$ cat src/rtl/trace_rec_pkg.sv
package trace_rec_pkg;
    typedef enum logic [1:0] {
        ST_IDLE    = 2'd0,
        ST_DELAY   = 2'd1,
        ST_CAPTURE = 2'd2,
        ST_FULL    = 2'd3
    } rec_state_t;
endpackage

$ cat src/rtl/trig_edge_sync.sv
module trig_edge_sync (
    input  logic clk,
    input  logic rst_n,
    input  logic trig_async,
    output logic rise
);
    logic meta_q, sync_q, prev_q;

    always_ff @(posedge clk or negedge rst_n) begin
        if (!rst_n) begin
            meta_q <= 1'b0;
            sync_q <= 1'b0;
            prev_q <= 1'b0;
        end else begin
            meta_q <= trig_async;
            sync_q <= meta_q;
            prev_q <= sync_q;
        end
    end

    assign rise = sync_q & ~prev_q;

    // a detected edge lasts a single cycle
    a_r2_single_pulse: assert property (@(posedge clk) disable iff (!rst_n)
        rise |=> !rise);
endmodule

$ cat src/rtl/trace_ctrl.sv
module trace_ctrl
    import trace_rec_pkg::*;
#(
    parameter int DEPTH   = 30,
    parameter int MAX_OFS = 4,
    localparam int OFS_W  = $clog2(MAX_OFS + 1),
    localparam int CNT_W  = $clog2(MAX_OFS * DEPTH + 1)
) (
    input  logic             clk,
    input  logic             rst_n,
    input  logic             rise,
    input  logic             rearm,
    input  logic [OFS_W-1:0] ofs,
    output logic             shift_en,
    output logic             done
);
    localparam logic [CNT_W-1:0] DEPTH_C = CNT_W'(DEPTH);
    localparam logic [OFS_W-1:0] MAXO_C  = OFS_W'(MAX_OFS);

    rec_state_t       state_q, state_d;
    logic [CNT_W-1:0] cnt_q, cnt_d;
    logic [CNT_W-1:0] lim_q, lim_d;
    logic [OFS_W-1:0] ofs_c;
    logic [CNT_W-1:0] lim_new;

    always_comb begin
        ofs_c   = (ofs > MAXO_C) ? MAXO_C : ofs;
        lim_new = CNT_W'(ofs_c) * DEPTH_C;
    end

    // state register
    always_ff @(posedge clk or negedge rst_n) begin
        if (!rst_n) begin
            state_q <= ST_IDLE;
            cnt_q   <= '0;
            lim_q   <= '0;
        end else begin
            state_q <= state_d;
            cnt_q   <= cnt_d;
            lim_q   <= lim_d;
        end
    end

    // transitions
    always_comb begin
        state_d = state_q;
        cnt_d   = cnt_q;
        lim_d   = lim_q;
        unique case (state_q)
            ST_IDLE: begin
                if (rise) begin
                    lim_d   = lim_new;
                    cnt_d   = '0;
                    state_d = (lim_new == '0) ? ST_CAPTURE : ST_DELAY;
                end
            end
            ST_DELAY: begin
                if (cnt_q == lim_q - CNT_W'(1)) begin
                    cnt_d   = '0;
                    state_d = ST_CAPTURE;
                end else begin
                    cnt_d = cnt_q + CNT_W'(1);
                end
            end
            ST_CAPTURE: begin
                if (cnt_q == DEPTH_C - CNT_W'(1)) begin
                    cnt_d   = '0;
                    state_d = ST_FULL;
                end else begin
                    cnt_d = cnt_q + CNT_W'(1);
                end
            end
            ST_FULL: begin
                if (rearm) state_d = ST_IDLE;
            end
            default: state_d = ST_IDLE;
        endcase
    end

    // outputs
    always_comb begin
        shift_en = 1'b0;
        done     = 1'b0;
        unique case (state_q)
            ST_CAPTURE: shift_en = 1'b1;
            ST_FULL:    done     = 1'b1;
            default: ;
        endcase
    end

    // last capture cycle always leads to the full state
    a_r4_capture_len: assert property (@(posedge clk) disable iff (!rst_n)
        (state_q == ST_CAPTURE && cnt_q == DEPTH_C - CNT_W'(1)) |=> state_q == ST_FULL);
    // the delay counter never passes its latched limit
    a_r5_delay_bound: assert property (@(posedge clk) disable iff (!rst_n)
        (state_q == ST_DELAY) |-> (cnt_q < lim_q));
    // once a run is under way only rearm from full brings back idle
    a_r8_no_restart: assert property (@(posedge clk) disable iff (!rst_n)
        (state_q != ST_IDLE && !(state_q == ST_FULL && rearm)) |=> state_q != ST_IDLE);
    // an accepted edge always leaves idle
    a_r2_accept: assert property (@(posedge clk) disable iff (!rst_n)
        (state_q == ST_IDLE && rise) |=> state_q != ST_IDLE);
endmodule

$ cat src/rtl/trace_chain.sv
module trace_chain #(
    parameter int WORD_W = 8,
    parameter int DEPTH  = 30,
    localparam int IDX_W = $clog2(DEPTH)
) (
    input  logic              clk,
    input  logic              rst_n,
    input  logic              shift_en,
    input  logic [WORD_W-1:0] din,
    input  logic [IDX_W-1:0]  rd_idx,
    output logic [WORD_W-1:0] rd_word
);
    logic [DEPTH-1:0][WORD_W-1:0] stage_q;

    for (genvar g = 0; g < DEPTH; g++) begin : g_stage
        always_ff @(posedge clk or negedge rst_n) begin
            if (!rst_n) begin
                stage_q[g] <= '0;
            end else if (shift_en) begin
                if (g == DEPTH - 1) stage_q[g] <= din;
                else                stage_q[g] <= stage_q[(g + 1) % DEPTH];
            end
        end
    end

    always_comb begin
        if (rd_idx < IDX_W'(DEPTH)) rd_word = stage_q[rd_idx];
        else                        rd_word = '0;
    end

    // no shift means the whole chain holds
    a_r7_hold: assert property (@(posedge clk) disable iff (!rst_n)
        !shift_en |=> $stable(stage_q));
    // the newest stage takes the input word on a shift
    a_r6_newest: assert property (@(posedge clk) disable iff (!rst_n)
        shift_en |=> stage_q[DEPTH-1] == $past(din));
endmodule

$ cat src/rtl/transient_trace_rec.sv
module transient_trace_rec #(
    parameter int WORD_W  = 8,
    parameter int DEPTH   = 30,
    parameter int MAX_OFS = 4,
    localparam int OFS_W  = $clog2(MAX_OFS + 1),
    localparam int IDX_W  = $clog2(DEPTH)
) (
    input  logic              clk,
    input  logic              rst_n,
    input  logic              trig_in,
    input  logic [OFS_W-1:0]  win_ofs,
    input  logic              rearm,
    input  logic [WORD_W-1:0] sample_in,
    input  logic [IDX_W-1:0]  rd_idx,
    output logic [WORD_W-1:0] rd_word,
    output logic              done
);
    logic rise;
    logic shift_en;

    trig_edge_sync u_sync (
        .clk        (clk),
        .rst_n      (rst_n),
        .trig_async (trig_in),
        .rise       (rise)
    );

    trace_ctrl #(.DEPTH(DEPTH), .MAX_OFS(MAX_OFS)) u_ctrl (
        .clk      (clk),
        .rst_n    (rst_n),
        .rise     (rise),
        .rearm    (rearm),
        .ofs      (win_ofs),
        .shift_en (shift_en),
        .done     (done)
    );

    trace_chain #(.WORD_W(WORD_W), .DEPTH(DEPTH)) u_chain (
        .clk      (clk),
        .rst_n    (rst_n),
        .shift_en (shift_en),
        .din      (sample_in),
        .rd_idx   (rd_idx),
        .rd_word  (rd_word)
    );

    // done and shifting never overlap
    a_r7_frozen: assert property (@(posedge clk) disable iff (!rst_n)
        !(done && shift_en));
endmodule

$ cat config.mk
export PLATFORM = sky130hd
export DESIGN_NAME = transient_trace_rec
export DESIGN_NICKNAME = d
export VERILOG_FILES = /design/src/rtl/trace_rec_pkg.sv /design/src/rtl/trig_edge_sync.sv /design/src/rtl/trace_ctrl.sv /design/src/rtl/trace_chain.sv /design/src/rtl/transient_trace_rec.sv
export SDC_FILE = /design/constraint.sdc
export NUM_CORES = 1
export LEC_CHECK = 0
export BUFFER_PORTS_ARGS = -buffer_cell sky130_fd_sc_hd__buf_2
export CAP_MARGIN = 5
export CORE_MARGIN = 5
export CORE_UTILIZATION = 57
export DETAILED_ROUTE_END_ITERATION = 10
export PLACE_DENSITY = 0.77
export SYNTH_ARGS = -nofsm -noshare
export SYNTH_HDL_FRONTEND = slang
export SYNTH_HIERARCHICAL = 1
export SYNTH_SLANG_ARGS = --single-unit
$ cat constraint.sdc
create_clock -name clk -period 2.2 [get_ports clk]
set_clock_uncertainty 0.05 [all_clocks]
set_input_delay 0.44 -clock clk [delete_from_list [all_inputs] [get_ports clk]]
set_output_delay 0.44 -clock clk [all_outputs]
set_load 0.05 [all_outputs]
# == Word-level counts from Yosys, hierarchy flattened ==
# Cells that the tools add are included.
# classes
n_mul,1
order_cmp,3
eq_ne,9
n_reduce_logical,6
add_sub_neg,2
n_mux,16
n_bitwise,2
# op_table
cell,n
binary-select mux 8 bit (select 5 bit),1
2-to-1 mux 7 bit,3
one-hot mux 7 bit (3 select lines),1
2-to-1 mux 8 bit,2
2-to-1 mux 2 bit,5
one-hot mux 2 bit (4 select lines),1
adder 7 x 1 -> 7 bit (second input constant),1
== test 7 x 5 -> 1 bit (second input constant),1
== test 7 bit,1
logical NOT 7 bit,1
subtractor 7 x 1 -> 7 bit (second input constant),1
less-than comparator 5 x 6 -> 1 bit (second input constant),1
multiplier 3 x 4 -> 6 bit (second input constant),1
less-than comparator 5 bit (second input constant),1
== test 2 bit (second input constant),2
inequality test 2 x 1 -> 1 bit (second input constant),2
inequality test 2 bit (second input constant),2
AND reduction 2 bit,2
AND reduction 4 bit,1
greater-than comparator 3 bit (second input constant),1
2-to-1 mux 3 bit,1
nonzero test 3 bit,1
== test 2 x 1 -> 1 bit (second input constant),1
logical NOT 2 bit,1
other kinds (3),4
# word_totals
in_bits,20
output_inout_bits,9
elab_cells,75
regBits,258

# == Depth between registers and ports, before layout ==
# Gate-level depths: netlist (run 1).
# depth
ltp_word,7
depth_mapped,11
ltp_nobuf,11

# == By module ==
# Netlist (run 1), hierarchy kept.
# modules_own_cells
module,area_per_inst_um2,cells_each,n_inst
trace_chain,10989.3,728,1
trace_ctrl,1270.0,143,1
trig_edge_sync,88.8,4,1

# == Worst setup path before layout (run 1) ==
# OpenSTA, ideal clock, no wires.
# synth_timing
path_kind,in2out
from,input rd_idx[0]
to,output rd_word[5]
path_slack_ns,-1.184
path_buffers,2
t_arrival_ns,2.894
path_stages,6
t_required_ns,1.710
path_cell_list,buf_2 > or2_2 > buf_2 > o22ai_1 > o21ai_0 > nor4_1
# synth_between
elab_chain_cells,3
# synth_rtl
item,line_no,rtl
from (decl),transient_trace_rec.sv:14,"input logic [IDX_W-1:0] rd_idx,"
binary-select mux 8 bit (select 5 bit),trace_chain.sv:27,if (rd_idx < IDX_W'(DEPTH)) rd_word = stage_q[rd_idx];
2-to-1 mux 8 bit (implied by the code),trace_chain.sv:27,
2-to-1 mux 8 bit *,trace_chain.sv:27,
to (decl),transient_trace_rec.sv:15,"output logic [WORD_W-1:0] rd_word,"
# Every way passes the cells marked *; elsewhere a longest branch is shown, timed or not. The select of a mux whose other input is x is not followed.

# == Worst setup path after layout (run 1) ==
# layout_timing
from,register u_chain/stage_q[65] (netlist name)
to,output rd_word[1]
# layout_between
elab_chain_cells,3
# layout_rtl
item,line_no,rtl
from (decl),trace_chain.sv:13,logic [DEPTH-1:0][WORD_W-1:0] stage_q;
"from (signal, indexed assignment)",trace_chain.sv:20,if (g == DEPTH - 1) stage_q[g] <= din;
"from (signal, indexed assignment)",trace_chain.sv:21,else stage_q[g] <= stage_q[(g + 1) % DEPTH];
binary-select mux 8 bit (select 5 bit),trace_chain.sv:27,
2-to-1 mux 8 bit (implied by the code),trace_chain.sv:27,
2-to-1 mux 8 bit,trace_chain.sv:27,
# Every way passes these cells. The select of a mux whose other input is x is not followed.

==> results of run 1 <==
## worst register-to-register path, stage by stage, from the launching register on
cell     delay [ps]
dfrtp_1         420
inv_1           120
ha_1            310
nor2b_1         230
a21oi_1          60
buf_4           170
nor4b_1         280
o21ai_0         130
nand3_1         100
## sequential cells by signal, summed over array words and instances (netlist names)
name and cells:
u_sync/meta_q 1, u_ctrl/cnt_q 7, u_sync/sync_q 1, u_ctrl/lim_q 6
u_ctrl/state_q 2, u_chain/stage_q 240, u_sync/prev_q 1
## path summary, 6_finish.rpt
kind                                        end  slack, ps  cells after the start
hold reg to reg                   u_sync/sync_q        300                      0
hold / removal             u_chain/stage_q[235]         90                      2
max in group asynchronous  u_chain/stage_q[127]        990                      3
min in group asynchronous   u_chain/stage_q[16]        440                      2
setup / recovery                     rd_word[1]       -610                      5
setup reg to reg                u_ctrl/cnt_q[2]        260                      8
## Yosys cell counts (all sizes together), types with 2 or more instances
cell / count / area share
o211ai: 7 / 0.0043
nor3: 13 / 0.0053
inv: 13 / 0.0040
o22ai: 13 / 0.0066
ha: 13 / 0.013
nor2: 13 / 0.0040
o32ai: 2 / 0.0014
a221oi: 2 / 0.0014
mux2i: 40 / 0.032
o21ai: 18 / 0.0082
nand2: 22 / 0.0067
and3: 3 / 0.0015
xor2: 7 / 0.0050
dfrtp: 258 / 0.52
o221ai: 4 / 0.0028
o21a: 2 / 0.0012
nor4: 4 / 0.0020
nand2b: 9 / 0.0046
mux4: 32 / 0.060
nor3b: 3 / 0.0018
buf: 34 / 0.018
and2: 6 / 0.0030
mux2: 257 / 0.23
nor4b: 3 / 0.0021
a311o: 2 / 0.0016
a22oi: 4 / 0.0024
or3: 4 / 0.0020
a211oi: 4 / 0.0024
o31ai: 5 / 0.0034
or2: 2 / 0.0010
o22a: 2 / 0.0014
nand3: 12 / 0.0049
a32oi: 3 / 0.0021
nor2b: 12 / 0.0067
clkbuf: 20 / 0.0061
a21oi: 6 / 0.0027
nand4: 4 / 0.0020
## cell families (layout without fill, tap and decap cells)
| group | after synthesis | after routing | share of synthesized area |
|---|---|---|---|
| AO/OA/AOI/OAI | 83 | 83 | 0.0505 |
| XOR/XNOR | 8 | 8 | 0.00567 |
| adder cells (fa/ha/maj) | 14 | 14 | 0.0148 |
| buffers and inverters | 68 | 197 | 0.0282 |
| flip-flops | 258 | 258 | 0.523 |
| multiplexers | 329 | 329 | 0.326 |
| AND/OR/NAND/NOR | 115 | 115 | 0.0517 |
## per-layer routing
metal | track usage | share of wire | vias to the layer above
li1 | - | - | 3483
met4 | 0.0447 | 0.013 | 0
met5 | 0 | 0 | -
met2 | 0.335 | 0.49 | 129
met3 | 0.0324 | 0.038 | 34
met1 | 0.300 | 0.46 | 3948
## repair_timing
action | in CTS | in global routing
hold endpoints to repair | 62 | 0
buffers inserted | 17 | 0
setup endpoints to repair | 8 | 8
gates resized for setup | 44 | 7
pin swaps | 15 | 4
hold buffers | 2 | 0
## layout make-up
type	count	share of cell area
inverter	14	0.00357
sequential	258	0.438
timing repair buffer	134	0.0818
clock inverter	13	0.0120
tap	275	0.0233
multi-input combinational	549	0.390
clock buffer	36	0.0515
## where the power goes
part | total, mW | internal [mW] | leakage [nW] | switching (mW)
clock network | 4.73 | 2.89 | 0.454 | 1.83
logic | 5.31 | 2.91 | 3.07 | 2.39
registers | 6.90 | 5.95 | 3.44 | 0.943
==> run metrics, run 1 <==
number of levels the H-tree was split into 1; First DRT Iteration DRCs 438; fraction of layout instances using a drive strength above 1 0.497; Cells after Synth 875; Syn-to-layout area delta 19.4%; final critical-path required period 2810 ps; pre-CTS setup slack -704 ps; post-synthesis async set-or-reset flop share 1.00; worst hold slack 93.5 ps; total power after layout 16.9 mW; Final Core Density 0.697; commonest register cell after synthesis dfrtp_1; clock latency on the worst-skew pair 520 ps; number of setup violations in the final report 8; Yosys warning total 6; number of enable-type register cells in the synthesized netlist 0; total clock buffers created by CTS 27; clk sinks 258; sort of element at the end of the critical path output pin; fill count 1387; type of the worst setup path reg -> out; Cell Area, Synth 12300 µm²; area of the placeable core 21200 µm²; clock-pin slew of the registers on the worst-case setup and hold paths 60 ps; proportion of synthesized chip area in sequential cells 0.523; wire per inst 19.3 µm; hpwl dp 16500 µm; synthesized flop and latch total 258; Post-DP Area 13500 µm²; list of cells traversed by the critical path mux4_2, and3_4, a2111oi_4, nand4_1, buf_6; final wirelength 24700 µm; overall track demand over capacity in global routing 0.207; die outline area 24700 µm²; ANT cells 0; Placement Rows 53; CP max-delay cell mux4_2; status complete, but fails checks; most common library cell in the layout ignoring fill and taps dfrtp_1; final weighted congestion of routability-driven global placement 0.802; buffer levels on the longest clock path 3; post-route worst setup slack -614 ps; Hold Crit Class in -> reg; Final Cell Area 14700 µm²; sequential cell area 6460 µm²; power density relative to cell area 1150 nW/µm²; aggregate global routing overflow 0; clock tree from TritonCTS done; starting density of the core 0.584; leading cell types in the layout, fill and taps excluded dfrtp_1 (258), mux2_2 (255), buf_4 (91); CTS Root Buffer Type clkbuf_16; number of slew-limit violations in the final report 0; Pleak 6.96 nW; largest net degree at the start of global routing 73; failing checks setup timing; average cell area after synthesis 14.1 µm²; source of the critical timing path u_chain/stage_q[65]; number of distinct standard cells referenced by the synthesized netlist 65; via count of the first global-routing pass 7995; combined area of the multi-input logic cells 5740 µm²; Worst Path Max Fanout 3; Final nets 1018; non-filler cells, final 1279; wire length of the first global-routing pass 41800 µm; number of design rule violations left after detail routing 0; Worst-Margin Slew 614 ps; horizontal die dimension 157 µm; Largest delay share family, worst path multiplexers; final hold viol count 0; post-route clock period utilization 1.28; maximum frequency from static timing analysis 355 MHz; source of the worst register-to-register timing path u_ctrl/state_q[0]; CP required 1710 ps; Min-Delay Startpoint sample_in[3]; via count of the routed design 7594; number of iterations in the first detailed-routing pass 4; worst path buffer plus inverter count 1; Setup TNS Final -3200 ps; Die Span Y 157 µm; mean number of vias per cell 5.94; worst-case vdd ir drop 0.852 mV; initial antenna violation count 0; count of nets left with antenna violations after detail routing 0; kind of launch point of the worst setup path flop; IO Port Bufs 28; Post-Place Cells 1213; setup repair after global routing missed its margin yes; max_cap viols 0; I/O Pins 29; relative max-transition margin 0.591; stage delay of the slowest cell on the critical path 460 ps; Arrival @ worst endpoint 2320 ps; Post-Syn Nets 909
No activity file was read; power rests on OpenSTA's default activity.
==> run 2, diff against run 1 <==
--- a/config.mk
+++ b/config.mk
@@ -8,9 +8,9 @@
 export BUFFER_PORTS_ARGS = -buffer_cell sky130_fd_sc_hd__buf_2
 export CAP_MARGIN = 5
 export CORE_MARGIN = 5
-export CORE_UTILIZATION = 57
+export CORE_UTILIZATION = 48
 export DETAILED_ROUTE_END_ITERATION = 10
-export PLACE_DENSITY = 0.77
+export PLACE_DENSITY = 0.66
 export SYNTH_ARGS = -nofsm -noshare
 export SYNTH_HDL_FRONTEND = slang
 export SYNTH_HIERARCHICAL = 1
==> run metrics, run 2 (synthesized netlist as in run 1, its figures left out) <==
Final Cell Area 14800 µm²; Post-DP Area 13600 µm²; pre-CTS setup slack -706 ps; initial antenna violation count 0; largest net degree at the start of global routing 65; Hold Crit Class in -> reg; fill count 1949; type of the worst setup path reg -> out; Arrival @ worst endpoint 2270 ps; number of levels the H-tree was split into 1; setup repair after global routing missed its margin yes; most common library cell in the layout ignoring fill and taps dfrtp_1; wire per inst 17.9 µm; registers with the most flip-flops u_chain/stage_q x240, u_ctrl/cnt_q x7, u_ctrl/lim_q x6; hpwl dp 16200 µm; Placement Rows 58; internal power 11.6 mW; final hold viol count 0; Largest register FFs 240; area of the placeable core 25300 µm²; aggregate global routing overflow 0; clock tree from TritonCTS done; mean number of vias per cell 5.54; share of total power in combinational logic 0.316; number of design rule violations left after detail routing 0; IO Port Bufs 28; clock-pin slew of the registers on the worst-case setup and hold paths 60 ps; starting density of the core 0.489; worst-case vdd ir drop 0.731 mV; final wirelength 23900 µm; Worst-Margin Slew 517 ps; number of iterations in the first detailed-routing pass 4; wire length of the first global-routing pass 40800 µm; number of slew-limit violations in the final report 0; CTS Root Buffer Type clkbuf_16; Syn-to-layout area delta 19.9%; fraction of layout instances using a drive strength above 1 0.495; First DRT Iteration DRCs 373; Pleak 6.96 nW; number of setup violations in the final report 8; via count of the first global-routing pass 7864; buffer levels on the longest clock path 3; sequential fraction of design power 0.414; Final nets 1020; Worst Path Max Fanout 3; power density relative to cell area 1120 nW/µm²; via count of the routed design 7391; sort of element at the end of the critical path output pin; Clock power frac 0.270; kind of launch point of the worst setup path flop; maximum frequency from static timing analysis 363 MHz; final critical-path required period 2760 ps; die outline area 29000 µm²; Reg with most FFs u_chain/stage_q; final weighted congestion of routability-driven global placement 0.810; relative max-transition margin 0.650; max_cap viols 0; leading cell types in the layout, fill and taps excluded dfrtp_1 (258), mux2_2 (255), buf_4 (86); switching power of the nets 5.02 mW; clk sinks 258; post-route worst setup slack -557 ps; I/O Pins 29; status complete, but fails checks; ANT cells 0; Die Span Y 170 µm; failing checks setup timing; overall track demand over capacity in global routing 0.170; clock latency on the worst-skew pair 530 ps; post-route clock period utilization 1.25; sw frac 0.303; count of nets left with antenna violations after detail routing 0; total clock buffers created by CTS 28; horizontal die dimension 170 µm; CP required 1710 ps
-- run 2: changes by cell type in the layout (fill, tap and decap cells not counted), sizes merged --
| cell | previous run | this run |
|---|---|---|
| clkbuf | 36 | 40 |
| bufinv | 4 | 1 |
| buf | 132 | 133 |
| clkinv | 7 | 6 |
| clkinvlp | 3 | 0 |
| inv | 13 | 14 |
-- run 2: critical path, stage by stage (launching register included) --
cell       delay, ps
dfrtp_1          400
mux4_2           470
and3_4           190
a2111oi_4        300
nand4_1          180
buf_6            210
-- run 2: stage by stage --
step	power (mW)	TNS [ps]	util	hold slack, ps	instances
after floorplan	10.5	-1720	-	94.4	875
after global placement	11.8	-5240	0.540	285	1270
after detailed placement	12.0	-5580	0.540	287	1270
after CTS	16.7	-3310	0.583	70.5	1328
after global routing	17.5	-3590	0.586	73.4	1333
final	16.6	-2950	0.586	95.4	1333
-- run 2: final cells by class --
type,count,area (µm²),share of cell area
clock buffer,40,817,0.0552
timing repair buffer,135,1260,0.0849
multi-input combinational,549,5750,0.388
tap,330,413,0.0279
clock inverter,7,63.8,0.00431
inverter,14,52.6,0.00355
sequential,258,6460,0.436
-- run 2: path summary, 6_finish.rpt --
check,slack (ps),start,to,cells past startpoint
worst max-delay path,-560,u_chain/stage_q[89],rd_word[1],5
worst min-delay path,100,sample_in[3],u_chain/stage_q[235],2
worst max register to register,240,u_ctrl/state_q[0],u_ctrl/cnt_q[5],7
worst min register to register,300,u_sync/meta_q,u_sync/sync_q,0
max in group asynchronous,1050,rst_n,u_chain/stage_q[236],3
min in group asynchronous,420,rst_n,u_chain/stage_q[0],2
-- run 2: power groups by stage --
| stage | Combinational [mW] | Sequential [mW] | Clock [mW] |
|---|---|---|---|
| after floorplan | 3.86 | 6.61 | 0 |
| after global placement | 4.93 | 6.91 | 0 |
| after detailed placement | 5.00 | 6.96 | 0 |
| after CTS | 5.23 | 6.85 | 4.62 |
| after global routing | 5.68 | 7.01 | 4.83 |
| final | 5.23 | 6.86 | 4.48 |
-- run 2: what timing repair did --
item	4_1_cts	5_1_grt
hold endpoints to repair	59	0
hold buffers	2	0
gates resized for setup	38	10
setup endpoints to repair	8	8
pin swaps	8	7
setup buffers	9	7
-- run 2: routing by layer --
| layer | share of wire | up-vias | global-route usage |
|---|---|---|---|
| li1 | - | 3480 | - |
| met1 | 0.48 | 3794 | 0.247 |
| met2 | 0.47 | 83 | 0.271 |
| met3 | 0.029 | 34 | 0.0272 |
| met4 | 0.018 | 0 | 0.0396 |
| met5 | 0 | - | 0 |
==> run 3, diff against run 2 <==
--- a/config.mk
+++ b/config.mk
@@ -5,12 +5,12 @@
 export SDC_FILE = /design/constraint.sdc
 export NUM_CORES = 1
 export LEC_CHECK = 0
-export BUFFER_PORTS_ARGS = -buffer_cell sky130_fd_sc_hd__buf_2
 export CAP_MARGIN = 5
 export CORE_MARGIN = 5
 export CORE_UTILIZATION = 48
 export DETAILED_ROUTE_END_ITERATION = 10
-export PLACE_DENSITY = 0.66
+export DONT_BUFFER_PORTS = 1
+export PLACE_DENSITY = 0.65
 export SYNTH_ARGS = -nofsm -noshare
 export SYNTH_HDL_FRONTEND = slang
 export SYNTH_HIERARCHICAL = 1
==> run metrics, run 3 (synthesized netlist as in run 1, its figures left out) <==
CP max-delay cell mux4_2; source of the critical timing path u_chain/stage_q[187]; quantity of hold-fixing buffers added after cts 9; Hold Crit Class in -> async; worst-case vdd ir drop 0.669 mV; via count of the routed design 7225; buffer levels on the longest clock path 3; number of slew-limit violations in the final report 0; post-route clock period utilization 1.23; aggregate global routing overflow 0; fill count 2064; Placement Rows 58; wire per inst 18.5 µm; kind of launch point of the worst setup path flop; sw frac 0.296; registers with the most flip-flops u_chain/stage_q x240, u_ctrl/cnt_q x7, u_ctrl/lim_q x6; Post-Place Cells 1196; wire length of the first global-routing pass 39900 µm; power density relative to cell area 1150 nW/µm²; clock tree from TritonCTS done; Arrival @ worst endpoint 2210 ps; fraction of layout instances using a drive strength above 1 0.451; status complete, but fails checks; Largest register FFs 240; overall track demand over capacity in global routing 0.167; Worst-Margin Slew 483 ps; final critical-path required period 2700 ps; most common library cell in the layout ignoring fill and taps dfrtp_1; Pleak 6.60 nW; Worst Path Max Fanout 3; maximum frequency from static timing analysis 371 MHz; largest net degree at the start of global routing 259; clk sinks 258; final weighted congestion of routability-driven global placement 0.798; clock-pin slew of the registers on the worst-case setup and hold paths 60 ps; type of the worst setup path reg -> out; leading cell types in the layout, fill and taps excluded dfrtp_1 (258), mux2_2 (255), buf_4 (50); sort of element at the end of the critical path output pin; Die Span Y 170 µm; Largest delay share family, worst path compound AO/OA/AOI/OAI gates; worst path buffer plus inverter count 1; First DRT Iteration DRCs 465; relative max-transition margin 0.678; starting density of the core 0.489; total power after layout 16.3 mW; max_cap viols 0; internal power 11.5 mW; number of levels the H-tree was split into 1; CTS Root Buffer Type clkbuf_16; sequential fraction of design power 0.419; initial antenna violation count 0; source of the worst register-to-register timing path u_ctrl/state_q[1]; failing checks hold timing, setup timing; worst hold slack -437 ps; pre-CTS setup slack -110 ps; Syn-to-layout area delta 15.5%; die outline area 29000 µm²; share of total power in combinational logic 0.301; final wirelength 23600 µm; total clock buffers created by CTS 29; switching power of the nets 4.84 mW; I/O Pins 29; Final nets 957; number of setup violations in the final report 8; hpwl dp 14200 µm; Reg with most FFs u_chain/stage_q; Setup TNS Final -3080 ps; final hold viol count 258; list of cells traversed by the critical path mux4_2, o22a_1, a311o_2, buf_12; CP required 1710 ps; Clock power frac 0.281; IO Port Bufs 0; number of design rule violations left after detail routing 0; mean number of vias per cell 5.65; count of nets left with antenna violations after detail routing 0; stage delay of the slowest cell on the critical path 490 ps; non-filler cells, final 1278; horizontal die dimension 170 µm; setup repair after global routing missed its margin yes; post-route worst setup slack -495 ps; area of the placeable core 25300 µm²; number of iterations in the first detailed-routing pass 6; via count of the first global-routing pass 7544; clock latency on the worst-skew pair 540 ps
## run 3: routing by layer
layer | global-route usage | routed length [µm] | vias to the layer above
li1 | - | - | 3364
met3 | 0.0256 | 841 | 29
met1 | 0.247 | 11400 | 3743
met5 | 0 | 0 | -
met4 | 0.0351 | 445 | 0
met2 | 0.264 | 10900 | 89
## run 3: power groups by stage
| stage | registers (mW) | logic (mW) | clock network (mW) |
|---|---|---|---|
| after floorplan | 6.61 | 3.86 | 0 |
| after global placement | 6.90 | 4.62 | 0 |
| after detailed placement | 6.93 | 4.72 | 0 |
| after CTS | 6.84 | 4.92 | 4.73 |
| after global routing | 7.01 | 5.32 | 4.93 |
| final | 6.84 | 4.92 | 4.59 |
## run 3: worst reg2reg max path: cells and delay by family (launching register included)
kind | cells | cell delay, ps
adder cells (fa/ha/maj) | 1 | 310
AO/OA/AOI/OAI | 2 | 200
flip-flops | 1 | 460
AND/OR/NAND/NOR | 3 | 570
buffers and inverters | 2 | 270
## run 3: worst paths after layout
path                                            end  slack (ps)  depth (start not counted)
worst min-delay path            u_chain/stage_q[64]        -440                          0
worst max register to register      u_ctrl/cnt_q[2]         290                          8
worst min register to register        u_sync/sync_q         300                          0
min in group clk                    u_ctrl/lim_q[6]          60                          2
max in group asynchronous        u_chain/stage_q[1]        2170                          0
worst max-delay path                     rd_word[3]        -500                          4
## run 3: metrics by stage
stage | instance area [µm²] | utilization
6_report | 14300 | 0.565
5_1_grt | 14300 | 0.565
4_1_cts | 14200 | 0.563
3_5_place_dp | 13000 | 0.516
3_3_place_gp | 13000 | 0.516
2_1_floorplan | 12500 | -
## run 3: what timing repair did
action,4_1_cts,5_1_grt
cloned,0,0
endpoints found under the setup margin,8,8
resized for setup,17,8
buffers inserted,16,1
endpoints found under the hold margin,267,258
pin swaps,13,6
## run 3: area by class of cell
class | instances | area (µm²) | share of cell area
Multi-Input combinational cell | 549 | 5730 | 0.402
Clock inverter | 9 | 82.6 | 0.00579
Sequential cell | 258 | 6460 | 0.453
Timing Repair Buffer | 71 | 688 | 0.0482
Tap cell | 330 | 413 | 0.0289
Antenna cell | 2 | 5.00 | 0.000351
Inverter | 14 | 52.6 | 0.00368
Clock buffer | 45 | 836 | 0.0586
